[src/rtl/nvm_test_ctrl_pkg.sv]
`timescale 1ns/1ps
package nvm_test_ctrl_pkg;

  localparam int DATA_W = 32;
  localparam int SYN_W  = 8;

  localparam logic [DATA_W-1:0] UNLOCK_KEY = 32'hF9F9_9999;

  // bit positions of the register image
  localparam int EN_POS      = 31;
  localparam int SYN_LSB     = 16;
  localparam int SYN_MSB     = SYN_LSB + SYN_W - 1;
  localparam int SCRATCH_POS = 6;
  localparam int MRGEN_POS   = 5;
  localparam int MRGLVL_POS  = 4;
  localparam int ECCEN_POS   = 3;

  typedef struct packed {
    logic setEn;
    logic clrEn;
    logic loadFields;
  } ctrlStrb_t;

  typedef struct packed {
    logic [SYN_W-1:0] syndrome;
    logic             scratch;
    logic             marginEn;
    logic             marginLvl;
    logic             eccEn;
  } fields_t;

  localparam int FIELDS_W = $bits(fields_t);

endpackage

[src/rtl/nvm_test_ctrl_decode.sv]
`timescale 1ns/1ps
module nvm_test_ctrl_decode
  import nvm_test_ctrl_pkg::*;
#(
  parameter logic [DATA_W-1:0] KEY = UNLOCK_KEY
) (
  input  logic              wrEn,
  input  logic [DATA_W-1:0] wrData,
  input  logic              testEn,
  input  logic              opDone,
  input  logic              integrityDone,
  output ctrlStrb_t         strb
);

  logic keyHit;
  logic accessOpen;

  always_comb begin
    keyHit          = (wrData == KEY);
    accessOpen      = testEn && opDone && integrityDone;
    strb.setEn      = wrEn && keyHit;
    strb.clrEn      = wrEn && !keyHit && !wrData[EN_POS];
    strb.loadFields = wrEn && !keyHit && accessOpen;
  end

endmodule

[src/rtl/nvm_test_ctrl_datapath.sv]
`timescale 1ns/1ps
module nvm_test_ctrl_datapath
  import nvm_test_ctrl_pkg::*;
(
  input  logic              clk,
  input  logic              rstN,
  input  ctrlStrb_t         strb,
  input  logic [DATA_W-1:0] wrData,
  input  logic              rdEn,
  input  logic              opDone,
  input  logic              integrityDone,
  output logic              testEn,
  output logic [DATA_W-1:0] rdData,
  output logic [SYN_W-1:0]  syndromeOut,
  output logic              marginEnOut,
  output logic              marginLvlOut,
  output logic              eccEnOut
);

  fields_t fieldsQ;
  fields_t fieldsD;
  logic    enQ;
  logic    readOpen;

  // unpack write data into the field layout
  always_comb begin
    fieldsD.syndrome  = wrData[SYN_MSB:SYN_LSB];
    fieldsD.scratch   = wrData[SCRATCH_POS];
    fieldsD.marginEn  = wrData[MRGEN_POS];
    fieldsD.marginLvl = wrData[MRGLVL_POS];
    fieldsD.eccEn     = wrData[ECCEN_POS];
  end

  always_ff @(posedge clk or negedge rstN) begin
    if (!rstN)            enQ <= 1'b0;
    else if (strb.setEn)  enQ <= 1'b1;
    else if (strb.clrEn)  enQ <= 1'b0;
  end

  // one flop per syndrome bit, each gated by the same load strobe
  for (genvar b = 0; b < SYN_W; b++) begin : g_syn
    always_ff @(posedge clk or negedge rstN) begin
      if (!rstN)                fieldsQ.syndrome[b] <= 1'b0;
      else if (strb.loadFields) fieldsQ.syndrome[b] <= fieldsD.syndrome[b];
    end
  end

  always_ff @(posedge clk or negedge rstN) begin
    if (!rstN) begin
      fieldsQ.scratch   <= 1'b0;
      fieldsQ.marginEn  <= 1'b0;
      fieldsQ.marginLvl <= 1'b0;
      fieldsQ.eccEn     <= 1'b0;
    end else if (strb.loadFields) begin
      fieldsQ.scratch   <= fieldsD.scratch;
      fieldsQ.marginEn  <= fieldsD.marginEn;
      fieldsQ.marginLvl <= fieldsD.marginLvl;
      fieldsQ.eccEn     <= fieldsD.eccEn;
    end
  end

  assign testEn = enQ;

  // read image; gated fields stand in as zero
  always_comb begin
    readOpen = enQ && opDone && integrityDone;
    rdData   = '0;
    if (rdEn) begin
      rdData[EN_POS] = enQ;
      if (readOpen) begin
        rdData[SYN_MSB:SYN_LSB] = fieldsQ.syndrome;
        rdData[SCRATCH_POS]     = fieldsQ.scratch;
        rdData[MRGEN_POS]       = fieldsQ.marginEn;
        rdData[MRGLVL_POS]      = fieldsQ.marginLvl;
        rdData[ECCEN_POS]       = fieldsQ.eccEn;
      end
    end
  end

  always_comb begin
    syndromeOut  = enQ ? fieldsQ.syndrome  : '0;
    marginEnOut  = enQ && fieldsQ.marginEn;
    marginLvlOut = enQ && fieldsQ.marginLvl;
    eccEnOut     = enQ && fieldsQ.eccEn;
  end

  // fields hold unless the decoder grants a load
  p_fields_hold_r5: assert property (@(posedge clk) disable iff (!rstN)
    !strb.loadFields |=> $stable(fieldsQ));

  // a granted load takes the write data in the next cycle
  p_fields_load_r10: assert property (@(posedge clk) disable iff (!rstN)
    strb.loadFields |=> fieldsQ == $past(fieldsD));

endmodule

[src/rtl/nvm_test_ctrl.sv]
`timescale 1ns/1ps
module nvm_test_ctrl
  import nvm_test_ctrl_pkg::*;
(
  input  logic              clk,
  input  logic              rstN,
  input  logic              wrEn,
  input  logic              rdEn,
  input  logic [DATA_W-1:0] wrData,
  output logic [DATA_W-1:0] rdData,
  input  logic              opDone,
  input  logic              integrityDone,
  output logic [SYN_W-1:0]  syndromeOut,
  output logic              marginEnOut,
  output logic              marginLvlOut,
  output logic              eccEnOut
);

  ctrlStrb_t strb;
  logic      testEn;

  nvm_test_ctrl_decode #(.KEY(UNLOCK_KEY)) u_decode (
    .wrEn          (wrEn),
    .wrData        (wrData),
    .testEn        (testEn),
    .opDone        (opDone),
    .integrityDone (integrityDone),
    .strb          (strb)
  );

  nvm_test_ctrl_datapath u_datapath (
    .clk           (clk),
    .rstN          (rstN),
    .strb          (strb),
    .wrData        (wrData),
    .rdEn          (rdEn),
    .opDone        (opDone),
    .integrityDone (integrityDone),
    .testEn        (testEn),
    .rdData        (rdData),
    .syndromeOut   (syndromeOut),
    .marginEnOut   (marginEnOut),
    .marginLvlOut  (marginLvlOut),
    .eccEnOut      (eccEnOut)
  );

  // the flag only rises after a key write
  p_set_needs_key_r3: assert property (@(posedge clk) disable iff (!rstN)
    $rose(testEn) |-> ($past(wrEn) && $past(wrData) == UNLOCK_KEY));

  // a key write raises the flag
  p_key_sets_r2: assert property (@(posedge clk) disable iff (!rstN)
    (wrEn && wrData == UNLOCK_KEY) |=> testEn);

  // a write with bit 31 low clears the flag
  p_clear_r4: assert property (@(posedge clk) disable iff (!rstN)
    (wrEn && !wrData[EN_POS]) |=> !testEn);

  // outputs stay inactive while locked
  p_out_locked_r9: assert property (@(posedge clk) disable iff (!rstN)
    !testEn |-> (syndromeOut == '0 && !marginEnOut && !marginLvlOut && !eccEnOut));

  // reserved positions read zero
  p_rsvd_zero_r7: assert property (@(posedge clk) disable iff (!rstN)
    rdData[30:24] == '0 && rdData[15:7] == '0 && rdData[2:0] == '0);

  // idle read bus is zero
  p_rd_idle_r11: assert property (@(posedge clk) disable iff (!rstN)
    !rdEn |-> rdData == '0);

endmodule

[config.mk]
export PLATFORM = sky130hd
export DESIGN_NAME = nvm_test_ctrl
export DESIGN_NICKNAME = d
export VERILOG_FILES = /design/src/rtl/nvm_test_ctrl_pkg.sv /design/src/rtl/nvm_test_ctrl_decode.sv /design/src/rtl/nvm_test_ctrl_datapath.sv /design/src/rtl/nvm_test_ctrl.sv
export SDC_FILE = /design/constraint.sdc
export NUM_CORES = 1
export LEC_CHECK = 0
export ABC_CLOCK_PERIOD_IN_PS = 4000
export BUFFER_PORTS_ARGS = -buffer_cell sky130_fd_sc_hd__buf_2
export CORE_ASPECT_RATIO = 0.6
export CORE_UTILIZATION = 41
export CTS_CLUSTER_SIZE = 12
export DETAILED_ROUTE_END_ITERATION = 8
export HOLD_SLACK_MARGIN = 0.1
export PLACE_DENSITY_LB_ADDON = 0.08
export SYNTH_ARGS = -nofsm -noshare
export SYNTH_HDL_FRONTEND = slang
export SYNTH_HIERARCHICAL = 1
export SYNTH_SLANG_ARGS = --single-unit
[constraint.sdc]
create_clock -name clk -period 4 [get_ports clk]
set_input_delay 0.2 -clock clk [delete_from_list [all_inputs] [get_ports clk]]
set_output_delay 0.2 -clock clk [all_outputs]
set_load 0.02 [all_outputs]
==> impl_metrics.yaml, run 1 <==
cts:
  clkTransAtPathRegs_ns: 0.06
  insertion_delay_ns: 0.24
  clk_root_buffer_cell: "sky130_fd_sc_hd__clkbuf_8"
  postCtsResizedCells: 0
  cts_max_path_buffers: 2
  cts_max_level: 1
  cts_num_sinks: 13
  cts-buffers-inserted: 3
  tritoncts: "yes"
  number_of_hold_repair_buffers_added_at_the_cts_stage: 1
  postCtsSetupRepairBufs: 0
placement:
  place_congestion: 0.744
  sum_of_net_half_perimeters_after_detailed_placement_mm: 1.72
  io_buffers: 61
layout:
  antenna_cells_inserted: 0
  fillers: 205
  register_area_um2: 325
  multi_input_area_um2: 562
  final_layout_size_suffix_gt1_share_pct: 54.3
  syn2layout_area_growth_pct: 30.2
  num-nets-final: 190
routing:
  total_number_of_vias: 782
  detail-route-antenna-nets: 0
  post-route-drc-count: 0
  routed_wl_mm: 2.13
  wl_per_cell_um: 11.8
  firstDrtPassIters: 2
  detail_route.iter0.violations: 24
  avgViaCountPerCell: 4.32
floorplanning:
  floorplan.die_area_mm2: 0.00262
  initial_utilization_pct: 44.4
  fp.coreArea_mm2: 0.00223
  die_height_um: 40.1
  chipWidth_um: 65.4
  io-pin-count: 81
  row_count: 13
yosys:
  seq_total_area_yosys_pct: 32.9
  synth-warning-count: 6
  post_synth_instance_area_um2: 990
  ys_ff_latch: 13
  synthesis.area_per_instance_um2: 11.1
  post_synth_inst_count: 89
  yosys.cell_types.count: 22
pwr:
  p_per_area_mw_per_mm2: 226
  leakage_nw: 0.753
  vdd_drop_max_mv: 0.180
worst_setup_path:
  crit_path_end_kind: "register"
  worstPathMaxFanout: 15
  worstReg2RegStart: "u_datapath/testEn"
  worst_setup_path_start_kind: "register"
  timing.setup.critical_path_class: "register to register"
  critical_path_required_ns: 4.12
  crit_path_start: "u_datapath/testEn"
  timing.critical_path.arrival_ns: 2.15
sta:
  fmax_ghz: 0.494
  timing.setup.tns_ns: 0
  slew_headroom_pct: 39.6
  slew_viol_final: 0
  worst-slew-pin-transition_ns: 0.906
  report.final.hold_viol_count: 0
  finalWorstPathRequiredPeriod_ns: 2.02
  clock_skew_ns: 0.00399
  post-route-period-util_pct: 50.6
  grt_setup_unrepaired: "no"
  holdWs_ns: 0.205
  setup-violations-final: 0
worst_hold_path:
  holdCritStartpoint: "wrData[18]"
  holdCritPathClass: "input pin to register"
global_route:
  globalRoute.totalOverflow: 0
  grt_use_total_pct: 16.9
  pin_count_of_the_biggest_net_entering_global_routing: 16
  antenna_found_initial: 0
  first_global_vias: 617
  grt_first_pass_wirelength_mm: 3.17
run:
  max-cap-violations: 0
outcome:
  status: "finished, final reports clean"
cells in the mapped netlist, drive strengths merged:
cell type | number | area share (%)
a21o | 1 | 0.76
a21oi | 1 | 0.51
and2 | 24 | 15
and3 | 1 | 0.63
and4 | 2 | 2.3
and4bb | 3 | 3.8
buf | 22 | 17
conb | 1 | 0.38
dfrtp | 13 | 33
inv | 1 | 0.38
mux2 | 12 | 17
nand4 | 2 | 2.8
nand4b | 2 | 1.8
nand4bb | 1 | 1.1
nor2b | 1 | 0.63
nor4 | 1 | 1.3
nor4bb | 1 | 1.0
state kept, by name, indices dropped and copies added (netlist names):
name                flops
u_datapath/fieldsQ     12
u_datapath/testEn       1
cell usage in the layout, fill, tap and decap left out, drive strengths merged:
cell type    synthesis  layout
buf                 22      61
and2                24      24
conb                 1      19
dfrtp               13      13
mux2                12      12
clkbuf               0       4
and4bb               3       3
and4                 2       2
nand4b               2       2
nand4                2       2
dlygate4sd3          0       1
inv                  1       1
a21o                 1       1
nand4bb              1       1
nor4                 1       1
nor4bb               1       1
a21oi                1       1
and3                 1       1
nor2b                1       1
worst max-delay path, stage by stage (launching register included):
cell                      delay [ns]
sky130_fd_sc_hd__dfrtp_1        0.60
sky130_fd_sc_hd__nand4_1        0.18
sky130_fd_sc_hd__a21oi_2        0.70
sky130_fd_sc_hd__mux2_2         0.42
layer usage:
metal	track usage (%)	routed length [µm]
met2	24.0	870
met1	24.4	1050
met4	1.63	0
met5	0	0
met3	7.10	206
report_power, final:
part	switching (mW)	internal, mW
sequential	0.000000000425	0.132
combinational	0.0272	0.0168
clock	0.0456	0.0702
total	0.0729	0.219
path summary, 6_finish.rpt:
kind | endpoint | slack, ns | cells past startpoint
max in group asynchronous | u_datapath/fieldsQ[0] | 3.39 | 2
worst max register to register | u_datapath/fieldsQ[9] | 1.98 | 3
worst min register to register | u_datapath/fieldsQ[3] | 0.50 | 1
worst max-delay path | u_datapath/fieldsQ[9] | 1.98 | 3
min in group asynchronous | u_datapath/fieldsQ[7] | 0.39 | 2
worst min-delay path | u_datapath/fieldsQ[6] | 0.20 | 2
cell families (layout without fill, tap and decap cells):
kind of cell | count (synthesis) | after routing | share of synthesized area, %
AO/OA/AOI/OAI | 2 | 2 | 1.26
AND/OR/NAND/NOR | 38 | 38 | 30.5
buffers and inverters | 23 | 67 | 17.6
flip-flops | 13 | 13 | 32.9
multiplexers | 12 | 12 | 17.4
other | 1 | 19 | 0.379
stage by stage:
step | util [%] | cells | worst slack [ns] | area [µm²] | total power [mW]
global route | 57.8 | 181 | 1.82 | 1290 | 0.307
finish | 57.8 | 181 | 1.98 | 1290 | 0.291
global placement | 55.4 | 176 | 2.07 | 1230 | 0.177
floorplan | - | 107 | 2.56 | 1060 | 0.168
CTS | 57.8 | 181 | 1.96 | 1290 | 0.297
detailed placement | 55.4 | 176 | 1.98 | 1230 | 0.177
final cells by class:
cell class                      instances  area share [%]
Clock buffer                            4            3.50
Multi-Input combinational cell         71            43.6
Timing Repair Buffer                   62            24.5
Tap cell                               30            2.91
Inverter                                1           0.291
Sequential cell                        13            25.2
No activity file was read; power rests on OpenSTA's default activity.
==> run 2, diff against run 1 <==
--- a/config.mk
+++ b/config.mk
@@ -5,10 +5,11 @@
 export SDC_FILE = /design/constraint.sdc
 export NUM_CORES = 1
 export LEC_CHECK = 0
-export ABC_CLOCK_PERIOD_IN_PS = 4000
+export ABC_AREA = 1
+export ABC_CLOCK_PERIOD_IN_PS = 1960
 export BUFFER_PORTS_ARGS = -buffer_cell sky130_fd_sc_hd__buf_2
 export CORE_ASPECT_RATIO = 0.6
-export CORE_UTILIZATION = 41
+export CORE_UTILIZATION = 40
 export CTS_CLUSTER_SIZE = 12
 export DETAILED_ROUTE_END_ITERATION = 8
 export HOLD_SLACK_MARGIN = 0.1
==> constraint.sdc (replaced) <==
create_clock -name clk -period 1.96 [get_ports clk]
set_input_delay 0.098 -clock clk [delete_from_list [all_inputs] [get_ports clk]]
set_output_delay 0.098 -clock clk [all_outputs]
set_load 0.02 [all_outputs]
==> run 2 against run 1 <==
First-iteration DRC count up 58%. Clock skew down 0.0014 ns. Largest power group unchanged. Via count is 46% higher. Synthesized area up 7.6%. Wire length up 15%. Largest cell class unchanged. Highest routed layer is now met4.
==> impl_metrics.yaml, run 2 <==
layout:
  antenna_cells_inserted: 0
  flip_flop_count_of_the_largest_register_after_layout: 12
  mostFrequentLayoutCells: "sky130_fd_sc_hd__buf_2, sky130_fd_sc_hd__nand2_1, sky130_fd_sc_hd__inv_1"
  fillers: 267
  commonest_non_fill_non_tap_cell_in_the_layout: "sky130_fd_sc_hd__buf_2"
  final_layout_size_suffix_gt1_share_pct: 31.6
  syn2layout_area_growth_pct: 37.0
  layout.cell_area.non_filler_mm2: 0.00146
  num-nets-final: 283
  top_register: "u_datapath/fieldsQ"
sta:
  setup-violations-final: 0
  fmax_ghz: 0.633
  slew_headroom_pct: 48.8
  grt_setup_unrepaired: "no"
  report.final.hold_viol_count: 0
  post-route-period-util_pct: 80.6
  worst-slew-pin-transition_ns: 0.767
  finalWorstPathRequiredPeriod_ns: 1.58
  clock_skew_ns: 0.00255
  final.setup.worst_slack_ns: 0.379
  slew_viol_final: 0
yosys:
  synthDominantCellAreaShare_pct: 30.6
  seq_total_area_yosys_pct: 30.6
  post-synth-top-count-cell: "sky130_fd_sc_hd__nand2_1"
  synth_enable_flop_cells: 0
  ys_ff_latch: 13
  synthTopCellsByCount: "sky130_fd_sc_hd__nand2_1, sky130_fd_sc_hd__inv_1, sky130_fd_sc_hd__buf_4"
  post_synth_instance_area_mm2: 0.00106
  cell_type_with_the_largest_total_area_after_synthesis: "sky130_fd_sc_hd__dfrtp_1"
  yosys.cell_types.count: 13
  postSynth.topFlopCell: "sky130_fd_sc_hd__dfrtp_1"
  synth-warning-count: 6
  post_synth_inst_count: 174
  asyncSetResetFlopFracSynth_pct: 100
  post_synth_main_area_contributors: "sky130_fd_sc_hd__dfrtp_1, sky130_fd_sc_hd__nand2_1, sky130_fd_sc_hd__buf_4, sky130_fd_sc_hd__inv_1, sky130_fd_sc_hd__nor2_2"
  synthesis.area_per_instance_um2: 6.12
pwr:
  p_per_area_mw_per_mm2: 507
  vdd_drop_max_mv: 0.240
  leakage_nw: 0.968
floorplanning:
  chipWidth_um: 68.6
  initial_utilization_pct: 42.5
  fp.coreArea_mm2: 0.00250
  row_count: 14
  io-pin-count: 81
  floorplan.die_area_mm2: 0.00288
  die_height_um: 42.0
routing:
  detail-route-antenna-nets: 0
  detail_route.iter0.violations: 38
  total_number_of_vias: 1143
  post-route-drc-count: 0
  firstDrtPassIters: 4
  routed_wl_mm: 2.45
  avgViaCountPerCell: 4.14
  wl_per_cell_um: 8.88
worst_setup_path:
  worstReg2RegStart: "u_datapath/testEn"
  crit_path_end_kind: "output port"
  crit_end: "rdData[6]"
  ff2ff_setup_slack_ns: 0.51
  ff2ff_path_depth: 3
  timing.critical_path.arrival_ns: 1.48
  reg2reg_to: "u_datapath/fieldsQ[5]"
  worst_setup_path_start_kind: "register"
  crit_path_start: "u_datapath/testEn"
  critical_path_required_ns: 1.86
  worstPathMaxFanout: 14
  timing.setup.critical_path_class: "register to output port"
cts:
  insertion_delay_ns: 0.24
  cts_max_path_buffers: 2
  clkTransAtPathRegs_ns: 0.06
  cts_num_sinks: 13
  cts_max_level: 1
  cts-buffers-inserted: 3
  tritoncts: "yes"
  clk_root_buffer_cell: "sky130_fd_sc_hd__clkbuf_8"
outcome:
  status: "finished, final reports clean"
placement:
  sum_of_net_half_perimeters_after_detailed_placement_mm: 1.89
  io_buffers: 61
  detailedPlace.worstSlack_ns: -0.00773
  placed_cell_area_mm2: 0.00131
  place_congestion: 0.726
run:
  max-cap-violations: 0
global_route:
  grt_first_pass_wirelength_mm: 3.92
  first_global_vias: 954
  grt_use_total_pct: 18.8
  antenna_found_initial: 0
  globalRoute.totalOverflow: 0
  pin_count_of_the_biggest_net_entering_global_routing: 25
worst_hold_path:
  min_delay_path_depth: 3
  holdCritPathClass: "input pin to register"
[run 2: changes by cell type after synthesis, moves of 3 or more]
cell / delta
sky130_fd_sc_hd__o21ai_0: +12
sky130_fd_sc_hd__mux2_4: -10
sky130_fd_sc_hd__and2_1: -24
sky130_fd_sc_hd__inv_1: +37
sky130_fd_sc_hd__nand2_1: +58
sky130_fd_sc_hd__buf_2: +3
sky130_fd_sc_hd__nor2_2: +10
sky130_fd_sc_hd__nor2_1: +15
[run 2: metal layers]
metal  vias up  track usage (%)  routed length, µm
met1       496             22.6               1060
met3         4             5.49                208
met5         -                0                  0
li1        595                -                  -
met4         0             5.00                 21
met2        48             32.2               1160
[run 2: layout make-up]
type | count | area, µm² | area share (%)
well taps | 32 | 40.0 | 2.74
clock buffers | 4 | 45.0 | 3.09
multi-input cells | 117 | 493 | 33.8
repair buffers | 72 | 413 | 28.3
flip-flops and latches | 13 | 325 | 22.3
inverters | 38 | 143 | 9.78
[run 2: worst min-delay path by stage]
stage                          start                endpoint  slack, ns
after detailed placement        rstN   u_datapath/fieldsQ[2]     0.0009
after global placement          rstN   u_datapath/fieldsQ[2]    -0.0008
after CTS                 wrData[17]   u_datapath/fieldsQ[5]       0.10
final                     wrData[22]  u_datapath/fieldsQ[10]       0.10
after global routing      wrData[22]  u_datapath/fieldsQ[10]       0.11
after floorplan                 rstN   u_datapath/fieldsQ[0]      -0.20
[run 2: power by group]
part / total (mW) / switching (mW) / internal, mW
sequential: 0.338 / 0.0297 / 0.309
combinational: 0.161 / 0.0965 / 0.0643
clock: 0.240 / 0.0966 / 0.144
total: 0.739 / 0.223 / 0.517
[run 2: cells by family after synthesis]
| family | after synthesis | synth area share [%] |
|---|---|---|
| flops | 13 | 30.6 |
| compound gates | 13 | 6.35 |
| other cells | 1 | 0.352 |
| buf+inv | 62 | 29.7 |
| simple gates | 85 | 33.0 |
[run 2: repair_timing]
action / 4_1_cts / 5_1_grt
buffers inserted: 0 / 0
gates resized for setup: 0 / 1
hold buffers: 10 / 0
setup endpoints to repair: 0 / 5
endpoints found under the hold margin: 22 / 0
[run 2: through the flow]
stage / setup TNS [ns] / hold WS [ns] / std cells / power, mW / util, %
detailed placement: -0.00773 / 0.000950 / 262 / 0.488 / 52.3
finish: 0 / 0.102 / 276 / 0.739 / 58.2
global route: 0 / 0.113 / 276 / 0.797 / 58.2
floorplan: 0 / -0.198 / 192 / 0.453 / -
CTS: 0 / 0.103 / 276 / 0.745 / 58.1
global placement: 0 / -0.000842 / 262 / 0.481 / 52.3
[run 2: critical path: stages, from the launching register on]
cell and delay, ns:
sky130_fd_sc_hd__dfrtp_1 0.34, sky130_fd_sc_hd__buf_4 0.21, sky130_fd_sc_hd__nand3_2 0.32, sky130_fd_sc_hd__nor2_1 0.18, sky130_fd_sc_hd__buf_2 0.18
